### config.mk
export PLATFORM = sky130hd
export DESIGN_NAME = sdr_chk_bank
export DESIGN_NICKNAME = d
export VERILOG_FILES = /design/src/rtl/sdr_chk_pkg.sv /design/src/rtl/sdr_chk_bank.sv
export SDC_FILE = /design/constraint.sdc
export NUM_CORES = 1
export LEC_CHECK = 0
export BUFFER_PORTS_ARGS = -buffer_cell sky130_fd_sc_hd__clkbuf_2
export CAP_MARGIN = 20
export CORE_AREA = 2 2 39 41
export DETAILED_ROUTE_END_ITERATION = 6
export DIE_AREA = 0 0 41 43
export SLEW_MARGIN = 15
export SYNTH_ARGS = -nofsm -noshare
export SYNTH_HDL_FRONTEND = slang
export SYNTH_SLANG_ARGS = --single-unit
### constraint.sdc
create_clock -name clk -period 1.7 [get_ports clk]
set_input_delay 0.17 -clock clk [delete_from_list [all_inputs] [get_ports clk]]
set_output_delay 0.17 -clock clk [all_outputs]
set_load 0.02 [all_outputs]
### src/rtl/sdr_chk_pkg.sv
package sdr_chk_pkg;

    // Burst-end counter width: covers the longest finite burst (8)
    localparam int BURST_W = 4;

    typedef enum logic [2:0] {
        CMD_INH   = 3'd0,
        CMD_NOP   = 3'd1,
        CMD_ACT   = 3'd2,
        CMD_RD    = 3'd3,
        CMD_WR    = 3'd4,
        CMD_PRE   = 3'd5,
        CMD_LMR   = 3'd6,
        CMD_OTHER = 3'd7
    } cmd_e;

    typedef enum logic [2:0] {
        V_NONE     = 3'd0,
        V_ACC_IDLE = 3'd1,
        V_ACT_OPEN = 3'd2,
        V_ACT_TRP  = 3'd3,
        V_LMR_BUSY = 3'd4,
        V_MRD      = 3'd5
    } viol_e;

    typedef struct packed {
        cmd_e       op;
        logic       exec;
        logic       a10;
        logic [2:0] blc;
    } cmd_t;

    function automatic cmd_e decode_pins(input logic cs_n, input logic ras_n,
                                         input logic cas_n, input logic we_n);
        cmd_e r;
        if (cs_n) begin
            r = CMD_INH;
        end else begin
            case ({ras_n, cas_n, we_n})
                3'b111:  r = CMD_NOP;
                3'b011:  r = CMD_ACT;
                3'b101:  r = CMD_RD;
                3'b100:  r = CMD_WR;
                3'b010:  r = CMD_PRE;
                3'b000:  r = CMD_LMR;
                default: r = CMD_OTHER;
            endcase
        end
        return r;
    endfunction

    function automatic logic [BURST_W-1:0] burst_len_of(input logic [2:0] code);
        logic [BURST_W-1:0] one;
        one = BURST_W'(1);
        return code[2] ? one : (one << code[1:0]);
    endfunction

    function automatic logic is_full_page(input logic [2:0] code);
        return code == 3'b111;
    endfunction

endpackage

### src/rtl/sdr_chk_bank.sv
module sdr_chk_bank
    import sdr_chk_pkg::*;
#(
    parameter int T_RP = 3,
    localparam int RP_W = (T_RP > 1) ? $clog2(T_RP + 1) : 1
) (
    input  logic               clk,
    input  logic               rst,
    input  logic               do_act,
    input  logic               do_pre,
    input  logic               do_rdwr,
    input  logic               rdwr_ap,
    input  logic [BURST_W-1:0] burst_len,
    output logic               is_open,
    output logic               trp_busy
);

    logic               open_q;
    logic [RP_W-1:0]    rp_cnt;
    logic               ap_pend;
    logic [BURST_W-1:0] bcnt;
    logic               ap_fire;

    // auto-close is due in the cycle the burst counter shows its last beat
    assign ap_fire = ap_pend && (bcnt == BURST_W'(1));

    always_ff @(posedge clk) begin
        if (rst) begin
            open_q  <= 1'b0;
            rp_cnt  <= '0;
            ap_pend <= 1'b0;
            bcnt    <= '0;
        end else begin
            if (rp_cnt != '0) rp_cnt <= rp_cnt - 1'b1;
            if (bcnt != '0)   bcnt   <= bcnt - 1'b1;

            if (do_act) begin
                open_q <= 1'b1;
            end else if (do_pre) begin
                if (open_q) begin
                    open_q <= 1'b0;
                    rp_cnt <= RP_W'(T_RP - 1);
                end
                ap_pend <= 1'b0;
            end else if (do_rdwr) begin
                ap_pend <= rdwr_ap;
                bcnt    <= burst_len;
            end else if (ap_fire) begin
                open_q  <= 1'b0;
                rp_cnt  <= RP_W'(T_RP - 1);
                ap_pend <= 1'b0;
            end
        end
    end

    assign is_open  = open_q;
    assign trp_busy = (rp_cnt != '0);

endmodule

Yosys cells after proc, flatten, opt, wreduce, memory -nomap -nowiden
Index checks and enable logic that the tools add are counted.
- add/sub/neg operators: 2
- multiplexer cells: 16
- bitwise operators: 1
- eq/ne operators: 2
- reductions and logical operators: 7
- operator list (cell ; count):
    2-to-1 mux 4 bit ; 4
    2-to-1 mux 2 bit ; 6
    2-to-1 mux 1 bit ; 6
    nonzero test 3 bit ; 2
    == test 4 x 1 -> 1 bit, second input constant ; 1
    AND reduction 2 bit ; 2
    nonzero test 4 bit ; 1
    subtractor 4 x 1 -> 4 bit, second input constant ; 1
    inequality test 3 bit, second input constant ; 1
    nonzero test 2 bit ; 1
    subtractor 2 x 1 -> 2 bit, second input constant ; 1
    logical AND 1 bit ; 1
    NOT 1 bit ; 1
- register bits after elaboration: 8
- output and inout bits: 2
- bits of input ports: 10
- word-level logic and storage cells: 32

Depth between registers and ports, before layout
Gate-level depths: netlist of the first run.
- depth in word-level cells: 6
- mapped depth: 6
- mapped depth without buffers: 6

Worst setup path after synthesis of the first run
OpenSTA, ideal clock, no wires.
- path kind: register to register
- from: register bcnt[0]
- to: register bcnt[0]
- arrival: 1.267 ns
- period minus slack after synthesis: 1.396 ns
- stages on the path, launching flop included: 7
- slack: 0.304 ns
- buffers on the path: 0
- cell sequence: dfxtp_1 > inv_1 > ha_1 > or3b_4 > xnor2_2 > nand2_1 > a21oi_2
- word-level cells in the longest chain between the ends: 5
- elaborated cells on any way between the ends: 6
- classes of those cells: add/sub: 1; mux: 4; reduce/logical: 1
- RTL lines (item ; line ; RTL):
    from (decl) ; sdr_chk_bank.sv:21 ; logic [BURST_W-1:0] bcnt;
    from (signal assigned) ; sdr_chk_bank.sv:35 ; if (bcnt != '0) bcnt <= bcnt - 1'b1;
    from (signal assigned) ; sdr_chk_bank.sv:47 ; bcnt <= burst_len;
    subtractor 4 x 1 -> 4 bit or nonzero test 4 bit (tied branches) ; sdr_chk_bank.sv:35 ;
    2-to-1 mux 4 bit * ; sdr_chk_bank.sv:35 ;
    2-to-1 mux 4 bit ; sdr_chk_bank.sv:45 ; end else if (do_rdwr) begin
    2-to-1 mux 4 bit ; sdr_chk_bank.sv:39 ; end else if (do_pre) begin
    2-to-1 mux 4 bit * ; sdr_chk_bank.sv:37 ; if (do_act) begin
Every way passes the cells marked *; elsewhere a longest branch is shown, timed or not.
A chain may end at the register's enable or synchronous reset.

Worst setup path after layout of the first run
Ends and elaborated chain as after synthesis.

==> results of run 1 <==
## synthesized netlist by cell type, drive strengths merged
cell type and instances:
nand3 1, or3b 1, xor2 1, and2 1, ha 3, buf 1
nor3 3, a41oi 1, xnor2 1, o21ba 1, a2111oi 1, nor4b 1
nor2 4, nor2b 1, a21oi 5, o211ai 1, a221oi 1, nand2 5
a211oi 1, dfxtp 8, inv 4, or2 1, or3 2
## cells by family after synthesis
logic type / share of synthesized area [%]
AO/OA/AOI/OAI: 18.6
XOR/XNOR: 5.47
adder cells (fa/ha/maj): 8.20
buffers and inverters: 4.10
flip-flops: 35.0
AND/OR/NAND/NOR: 28.7
## stage by stage
step | power, W | hold WS [ns] | instance area [µm²]
after floorplan | 0.000596 | 0.287 | 458
after global placement | 0.000663 | 0.395 | 529
after detailed placement | 0.000663 | 0.402 | 529
after CTS | 0.000814 | 0.132 | 552
after global routing | 0.000868 | 0.171 | 552
final | 0.000805 | 0.134 | 552
## state kept, by name, summed over array words and instances (netlist names)
register,flops
bcnt,4
rp_cnt,2
ap_pend,1
is_open,1
## worst paths after layout
| check | start | to | slack (ns) | depth (start not counted) |
|---|---|---|---|---|
| worst max-delay path | bcnt[0] | bcnt[0] | 0.25 | 6 |
| worst max register to register | bcnt[0] | bcnt[0] | 0.25 | 6 |
| worst min register to register | rp_cnt[0] | rp_cnt[0] | 0.47 | 1 |
| worst min-delay path | burst_len[1] | bcnt[1] | 0.13 | 3 |
## per-layer routing
metal / vias to the layer above / share of wire [%]
met2: 7 / 47
met4: 0 / 2.3
met5: - / 0
met3: 2 / 4.3
met1: 169 / 46
li1: 199 / -
## power by group through the flow
stage	clock (W)	combinational (W)	sequential, W
2_1_floorplan	0	0.000325	0.000271
3_3_place_gp	0	0.000383	0.000280
3_5_place_dp	0	0.000382	0.000281
4_1_cts	0.000154	0.000384	0.000276
5_1_grt	0.000156	0.000430	0.000283
6_report	0.000150	0.000379	0.000276
## layout make-up
| cell class | count | share of cell area, % |
|---|---|---|
| clock buffers | 3 | 4.08 |
| inverters | 4 | 2.72 |
| multi-input cells | 36 | 50.6 |
| flip-flops and latches | 8 | 29.0 |
| well taps | 16 | 3.63 |
| repair buffers | 11 | 9.98 |
## worst register-to-register path: cells and delay by family, from the launching register on
kind	cells	cell delay, ns
simple gates	2	0.50
flops	1	0.32
fa+ha+maj	1	0.19
buf+inv	1	0.13
xor+xnor	1	0.13
compound gates	1	0.12
## placed cells by master (no fill, tap or decap), types with 2 or more instances in the layout
| cell | Yosys | routed |
|---|---|---|
| sky130_fd_sc_hd__or3_4 | 2 | 2 |
| sky130_fd_sc_hd__nor2_1 | 4 | 4 |
| sky130_fd_sc_hd__nand2_1 | 5 | 5 |
| sky130_fd_sc_hd__inv_1 | 4 | 4 |
| sky130_fd_sc_hd__a21oi_1 | 4 | 4 |
| sky130_fd_sc_hd__ha_1 | 3 | 3 |
| sky130_fd_sc_hd__clkbuf_2 | 0 | 11 |
| sky130_fd_sc_hd__dfxtp_1 | 8 | 8 |
| sky130_fd_sc_hd__nor3_2 | 2 | 2 |
| sky130_fd_sc_hd__clkbuf_4 | 0 | 3 |
==> flow_summary.yaml, run 1 <==
sta:
  setup_violations: 0
  timing.clock.skew_ns: 0.00553
  max_clock_freq_mhz: 689
  hold_viol_final: 0
  post_route_setup_slack_ns: 0.249
  max_slew_headroom_at_the_worst_pin_pct: 64.4
  layout_worst_path_cycle_share_pct: 85.4
  fin_setup_tns_ns: 0
  max_slew.worst_pin.slew_ns: 0.530
  clock_period_minus_final_worst_setup_slack_ns: 1.45
  grt_setup_unrepaired: "false"
  maxSlewViolCount: 0
setup_path:
  worst-setup-path-type: "flip-flop to flip-flop"
  worst_path_largest_cell_delay_ns: 0.42
  critPathLaunchType: "flip-flop"
  cp_cell_sequence: "inv_1, ha_1, or3b_4, xnor2_2, nand2_1, a21oi_2"
  critical-path-top-delay-family: "simple AND/OR/NAND/NOR gates"
  crit_required_ns: 1.89
  endpoint_kind: "flip-flop"
  cp_num_buf_inv: 1
  crit_path_max_fanout: 4
  worst_ep_arrival_time_ns: 1.64
  crit_slowest_cell: "sky130_fd_sc_hd__or3b_4"
cts:
  clk-insertion-delay-late_ns: 0.25
  cts.sinks: 8
  h-tree-depth: 1
  post_cts.resized_instances: 0
  clock_path_buffers: 2
  cts_tree: "done"
  cts-hold-fix-buffers: 0
  post-cts-setup-buffer-count: 0
  cts-buffers-inserted: 3
  clk_pin_slew_ns: 0.06
  clock-root-buffer: "sky130_fd_sc_hd__clkbuf_4"
final_layout:
  ff_latch_area_um2: 160
  multiInputGateArea_um2: 279
  syn2layout_area_growth_pct: 20.5
  finalCoreUtilization_pct: 39.9
  nFillCells: 145
  num_antenna_cells: 0
  drive_gt1_share_pct: 38.7
  stdcell_count: 78
  nNetsFinal: 77
power_and_ir_drop:
  pwr-share-seq_pct: 34.3
  internal_power_w: 0.000518
  pwr-share-comb_pct: 47.1
  power_density_nw_per_um2: 1460
  reported_leakage_power_nw: 0.245
  clock_power_share_pct: 18.6
  power.ir.vdd_worst_uv: 669
  netSwitchingFraction_pct: 35.6
  power.switching_w: 0.000287
floorplan:
  die-area_um2: 1760
  dieWidth_um: 41
  core_region_area_um2: 1380
  floorplan.io_pins: 12
  die_height_um: 43
  floorplan.rows: 14
  initial_utilization_pct: 33.1
grt:
  global_route.peak_usage_layer: "met2"
  grt_first_pass_wirelength_um: 1440
  global_route.usage.met2_pct: 16.9
  globalRoute.totalOverflow: 0
  largest_net_degree_at_the_start_of_global_routing: 9
  global_route.usage.met1_pct: 15.9
  antenna_found_initial: 0
  groute.layer.met3.usage_pct: 1.57
  first_global_vias: 363
  global_routing_usage_summed_across_all_routing_layers_pct: 12.2
routing:
  drt_first_pass_iters: 1
  route.detailed.wl_per_inst_um: 10.5
  totalWireLength_um: 821
  vias: 377
  post_drt_via_cell_ratio: 4.83
  drtAntennaViolNets: 0
  dr.first_iter.drc_count: 0
  remaining_drc_errors: 0
synth:
  syn-cell-area_um2: 458
  postSynthRegisterBits: 8
  post-synth-top-area-cell: "sky130_fd_sc_hd__dfxtp_1"
  synth_top_cells_by_area: "sky130_fd_sc_hd__dfxtp_1 35%, sky130_fd_sc_hd__ha_1 8.2%, sky130_fd_sc_hd__or3_4 4.9%, sky130_fd_sc_hd__a21oi_1 4.4%, sky130_fd_sc_hd__nor3_2 4.4%"
  synth-warning-count: 0
  portion_of_the_post_synthesis_area_used_by_sequential_elements_pct: 35.0
  netlist_instances: 49
  synth_largest_type_area_fraction_pct: 35.0
  synth_cell_types: 25
  synthesis.nets: 62
  mean_post_synth_cell_area_um2: 9.35
placement:
  dp_hpwl_um: 664
  place.port_buffers: 11
  placed_cells_incl_taps: 75
  place.gp.congestion: 0.686
  dp_slack_ns: 0.255
outcome:
  outcome: "finished, final reports clean"
flow_run:
  cap_violations: 0
min_path:
  holdCritPathClass: "input pin to flip-flop"
Power figures use the tool's default switching activity.
==> inputs of run 2 (changes only) <==
Settings changed: ABC_AREA from default to 1.
==> run 2 against run 1 <==
Net effect: core utilization up 1.9 points; critical endpoint is now trp_busy; clock power about the same; sequential power grew 3%; die area unchanged; highest routed layer unchanged; register-to-register slack gained 0.32 ns.
==> flow_summary.yaml, run 2 <==
routing:
  dr.first_iter.drc_count: 7
  route.detailed.wl_per_inst_um: 9.18
  vias: 433
  totalWireLength_um: 909
  drt_first_pass_iters: 4
  remaining_drc_errors: 0
  post_drt_via_cell_ratio: 4.37
  drtAntennaViolNets: 0
grt:
  largest_net_degree_at_the_start_of_global_routing: 8
  first_global_vias: 410
  grt_first_pass_wirelength_um: 1650
  global_routing_usage_summed_across_all_routing_layers_pct: 14.9
  antenna_found_initial: 0
  globalRoute.totalOverflow: 0
synth:
  mean_post_synth_cell_area_um2: 6.96
  async_flop_share_pct: 0
  portion_of_the_post_synthesis_area_used_by_sequential_elements_pct: 33.3
  synth_cell_types: 19
  postSynthRegisterBits: 8
  post_synth_most_frequent_cells: "20 x sky130_fd_sc_hd__nand2_1, 9 x sky130_fd_sc_hd__inv_1, 8 x sky130_fd_sc_hd__dfxtp_1"
  synth_top_cells_by_area: "sky130_fd_sc_hd__dfxtp_1 33%, sky130_fd_sc_hd__nand2_1 16%, sky130_fd_sc_hd__ha_1 7.8%, sky130_fd_sc_hd__inv_1 7.0%, sky130_fd_sc_hd__a21oi_1 5.2%"
  syn-cell-area_um2: 480
  synth_most_common_cell: "sky130_fd_sc_hd__nand2_1"
  dominantRegCellSynth: "sky130_fd_sc_hd__dfxtp_1"
  synth_edf_count: 0
  netlist_instances: 69
  synth-warning-count: 0
  synth_largest_type_area_fraction_pct: 33.3
  synthesis.nets: 82
  post-synth-top-area-cell: "sky130_fd_sc_hd__dfxtp_1"
sta:
  max_slew.worst_pin.slew_ns: 0.177
  grt_setup_unrepaired: "false"
  post_route_setup_slack_ns: 0.519
  fin_setup_tns_ns: 0
  setup_violations: 0
  layout_worst_path_cycle_share_pct: 69.5
  timing.clock.skew_ns: 0.000366
  maxSlewViolCount: 0
  max_clock_freq_mhz: 847
  clock_period_minus_final_worst_setup_slack_ns: 1.18
  hold_viol_final: 0
  max_slew_headroom_at_the_worst_pin_pct: 88.2
  holdWs_ns: 0.137
setup_path:
  cp_cell_sequence: "or2_2, clkbuf_2"
  critical-path-top-delay-family: "flip-flops"
  worst_ep_arrival_time_ns: 1.01
  crit_path_max_fanout: 3
  crit_slowest_cell: "sky130_fd_sc_hd__dfxtp_1"
  worst_path_largest_cell_delay_ns: 0.31
  cp_num_buf_inv: 1
  critPathLaunchType: "flip-flop"
  crit_required_ns: 1.53
  worst-setup-path-type: "flip-flop to primary output"
  endpoint_kind: "primary output"
final_layout:
  multiInputGateArea_um2: 272
  largest_registers: "bcnt: 4 flops, rp_cnt: 2 flops"
  drive_gt1_share_pct: 30.1
  syn2layout_area_growth_pct: 20.3
  most_frequent_standard_cell_in_the_layout_excluding_fill_and_tap_cells: "sky130_fd_sc_hd__nand2_1"
  registers.top_by_ff_count: "bcnt"
  max_reg_flops: 4
  num_antenna_cells: 0
  nFillCells: 152
  ff_latch_area_um2: 160
  nNetsFinal: 98
  leading_cell_types_in_the_layout_fill_and_taps_excluded: "20 x sky130_fd_sc_hd__nand2_1, 11 x sky130_fd_sc_hd__clkbuf_2, 9 x sky130_fd_sc_hd__inv_1"
cts:
  cts-hold-fix-buffers: 0
  post_cts.resized_instances: 0
  h-tree-depth: 1
  post-cts-setup-buffer-count: 0
  clock-root-buffer: "sky130_fd_sc_hd__clkbuf_4"
  clk_pin_slew_ns: 0.05
  clk-insertion-delay-late_ns: 0.26
  cts.sinks: 8
  cts-buffers-inserted: 3
  cts_tree: "done"
  clock_path_buffers: 2
floorplan:
  die_height_um: 43
  floorplan.rows: 14
  die-area_um2: 1760
  initial_utilization_pct: 34.7
  floorplan.io_pins: 12
  dieWidth_um: 41
  core_region_area_um2: 1380
placement:
  place.port_buffers: 11
  place.gp.congestion: 0.765
  dp_slack_ns: 0.565
  dp_hpwl_um: 740
power_and_ir_drop:
  power.ir.vdd_worst_uv: 651
  reported_leakage_power_nw: 0.324
  post-layout-total-power_w: 0.000857
  power_density_nw_per_um2: 1480
flow_run:
  cap_violations: 0
outcome:
  outcome: "finished, final reports clean"
min_path:
  holdCritPathClass: "input pin to flip-flop"
[run 2: final timing paths]
check	from	endpoint	slack (ns)	depth (start not counted)
setup / recovery	rp_cnt[1]	trp_busy	0.52	2
hold / removal	rdwr_ap	ap_pend	0.14	3
setup reg to reg	bcnt[0]	bcnt[0]	0.57	7
hold reg to reg	rp_cnt[1]	rp_cnt[0]	0.45	2
[run 2: power breakdown]
group | total (W) | switching [W] | internal (W)
Clock | 0.000152 | 0.0000713 | 0.0000812
Sequential | 0.000284 | 0.0000453 | 0.000238
Combinational | 0.000421 | 0.000247 | 0.000174
Total | 0.000857 | 0.000364 | 0.000494
[run 2: tightest hold or removal path, stage by stage]
cell	delay, ns
sky130_fd_sc_hd__clkbuf_2	0.08
sky130_fd_sc_hd__nand2_1	0.05
sky130_fd_sc_hd__a21oi_1	0.05
[run 2: cell families after synthesis]
logic type,synth area share (%)
compound gates,11.2
xor+xnor,3.65
fa+ha+maj,7.81
buf+inv,10.2
flops,33.3
simple gates,33.9
[run 2: metal layers]
layer | part of all wire [%] | vias up | GRT usage, % | routed length (µm)
li1 | - | 241 | - | -
met2 | 48 | 9 | 20.0 | 435
met3 | 4.0 | 5 | 3.14 | 36
met4 | 5.8 | 0 | 16.0 | 53
met5 | 0 | - | 0 | 0
met1 | 42 | 178 | 17.5 | 384
[run 2: layout make-up]
class	instances	share of cell area (%)
inverters	13	8.44
multi-input cells	48	47.0
well taps	16	3.46
flip-flops and latches	8	27.7
repair buffers	11	9.52
clock buffers	3	3.90
[run 2: stage by stage]
stage / cell area (µm²) / std cells / util, %
after floorplan: 480 / 69 / -
after global placement: 556 / 96 / 40.1
after detailed placement: 556 / 96 / 40.1
after CTS: 578 / 99 / 41.8
after global routing: 578 / 99 / 41.8
final: 578 / 99 / 41.8
==> inputs of run 3 (changes only) <==
Clock period 1.7 ns to 1 ns, I/O delays scaled along.
==> run 3 against run 2 <==
Net effect: the run now ends with negative setup slack left; cell count up 5.1%; register-to-register slack worse by 0.63 ns; setup slack got worse by 0.58 ns; global-route usage decreased by 0.42 points; die area stayed put; total power is 110% higher; final area up 20%; sequential share of layout area shrank 3.5 points; routed wire length grew 16%.
==> flow_summary.yaml, run 3 (synthesis results as in run 2) <==
sta:
  timing.clock.skew_ns: 0.00728
  layout_worst_path_cycle_share_pct: 106
  clock_period_minus_final_worst_setup_slack_ns: 1.06
  hold_viol_final: 0
  post_route_setup_slack_ns: -0.0632
  maxSlewViolCount: 0
  max_slew.worst_pin.slew_ns: 0.221
  fin_setup_tns_ns: -0.281
  max_clock_freq_mhz: 941
  setup_violations: 6
  grt_setup_unrepaired: "true"
  max_slew_headroom_at_the_worst_pin_pct: 85.2
setup_path:
  endpoint_kind: "flip-flop"
  crit_path_max_fanout: 4
  crit_required_ns: 1.19
  critPathLaunchType: "flip-flop"
  worst-setup-path-type: "flip-flop to flip-flop"
  worst_ep_arrival_time_ns: 1.25
power_and_ir_drop:
  reported_leakage_power_nw: 0.359
  power_density_nw_per_um2: 2560
  power.ir.vdd_worst_uv: 1230
floorplan:
  dieWidth_um: 41
  core_region_area_um2: 1380
  floorplan.io_pins: 12
  initial_utilization_pct: 34.7
  die-area_um2: 1760
  floorplan.rows: 14
  die_height_um: 43
final_layout:
  ff_latch_area_um2: 168
  max_reg_flops: 4
  nNetsFinal: 103
  num_antenna_cells: 0
  finalInstanceArea_um2: 693
  most_frequent_standard_cell_in_the_layout_excluding_fill_and_tap_cells: "sky130_fd_sc_hd__nand2_1"
  nFillCells: 141
  registers.top_by_ff_count: "bcnt"
  leading_cell_types_in_the_layout_fill_and_taps_excluded: "17 x sky130_fd_sc_hd__nand2_1, 10 x sky130_fd_sc_hd__clkbuf_2, 6 x sky130_fd_sc_hd__inv_1"
  syn2layout_area_growth_pct: 44.3
  drive_gt1_share_pct: 48.9
  largest_registers: "bcnt: 4 flops, rp_cnt: 2 flops"
  multiInputGateArea_um2: 324
grt:
  grt_first_pass_wirelength_um: 1630
  global_routing_usage_summed_across_all_routing_layers_pct: 14.5
  globalRoute.totalOverflow: 0
  antenna_found_initial: 0
  first_global_vias: 400
  largest_net_degree_at_the_start_of_global_routing: 8
routing:
  remaining_drc_errors: 0
  dr.first_iter.drc_count: 9
  totalWireLength_um: 1060
  post_drt_via_cell_ratio: 4.55
  vias: 473
  route.detailed.wl_per_inst_um: 10.2
  drt_first_pass_iters: 4
  drtAntennaViolNets: 0
outcome:
  outcome: "finished with violations"
  violations: "negative setup slack"
placement:
  place.gp.congestion: 0.759
  placement_cell_area_um2: 588
  dp_hpwl_um: 796
  place.port_buffers: 11
cts:
  clock_path_buffers: 2
  clk-insertion-delay-late_ns: 0.25
  cts_tree: "done"
  clk_pin_slew_ns: 0.06
  h-tree-depth: 1
  cts-buffers-inserted: 3
  cts.sinks: 8
  clock-root-buffer: "sky130_fd_sc_hd__clkbuf_4"
flow_run:
  cap_violations: 0
min_path:
  holdCritPathClass: "input pin to flip-flop"
[run 3: cell types whose count changed in the layout (fill, tap and decap cells not counted), sizes merged]
cell and delta:
buf +6, clkbuf -1
[run 3: metal layers]
| layer | part of all wire [%] | vias up | global-route usage (%) |
|---|---|---|---|
| met5 | 0 | - | 0 |
| met4 | 1.3 | 0 | 6.00 |
| met3 | 4.8 | 2 | 7.85 |
| met2 | 49 | 12 | 21.3 |
| met1 | 45 | 206 | 16.8 |
| li1 | - | 253 | - |
[run 3: path summary, 6_finish.rpt]
check | endpoint | depth (start not counted) | slack (ns) | from
setup / recovery | rp_cnt[1] | 8 | -0.06 | bcnt[1]
hold / removal | bcnt[3] | 3 | 0.07 | burst_len[3]
setup reg to reg | rp_cnt[1] | 8 | -0.06 | bcnt[1]
hold reg to reg | rp_cnt[0] | 2 | 0.49 | rp_cnt[1]
[run 3: stage by stage]
stage	setup WS (ns)	std cells	power (W)	hold WS [ns]	util [%]
3_5_place_dp	-0.0839	98	0.00133	0.339	42.5
5_1_grt	-0.132	104	0.00195	0.0574	50.1
6_report	-0.0632	104	0.00177	0.0732	50.1
4_1_cts	-0.0664	102	0.00165	0.0720	46.1
2_1_floorplan	-0.00570	69	0.00114	0.162	-
3_3_place_gp	-0.0461	98	0.00131	0.343	42.5
[run 3: layout make-up]
class	count	area share [%]
Multi-Input combinational cell	48	46.8
Sequential cell	8	24.2
Timing Repair Buffer	16	14.8
Inverter	13	8.12
Clock buffer	3	3.25
Tap cell	16	2.89
[run 3: worst max-delay path, stage by stage (launching register included)]
cell and delay (ns):
sky130_fd_sc_hd__dfxtp_2 0.33, sky130_fd_sc_hd__inv_4 0.08, sky130_fd_sc_hd__ha_4 0.13, sky130_fd_sc_hd__nand2_2 0.05
sky130_fd_sc_hd__inv_2 0.07, sky130_fd_sc_hd__nand3b_4 0.09, sky130_fd_sc_hd__nand2_4 0.08, sky130_fd_sc_hd__nand2_2 0.05
sky130_fd_sc_hd__a21oi_2 0.12
[run 3: timing repair]
item / 4_1_cts / 5_1_grt
pin swaps: 4 / 6
setup endpoints to repair: 7 / 9
hold buffers: 0 / 0
resized for setup: 9 / 10
buffers inserted: 1 / 2
[run 3: power breakdown]
part | switching [W] | internal, W
Clock | 0.000115 | 0.000138
Combinational | 0.000498 | 0.000490
Sequential | 0.000110 | 0.000421
Total | 0.000723 | 0.00105
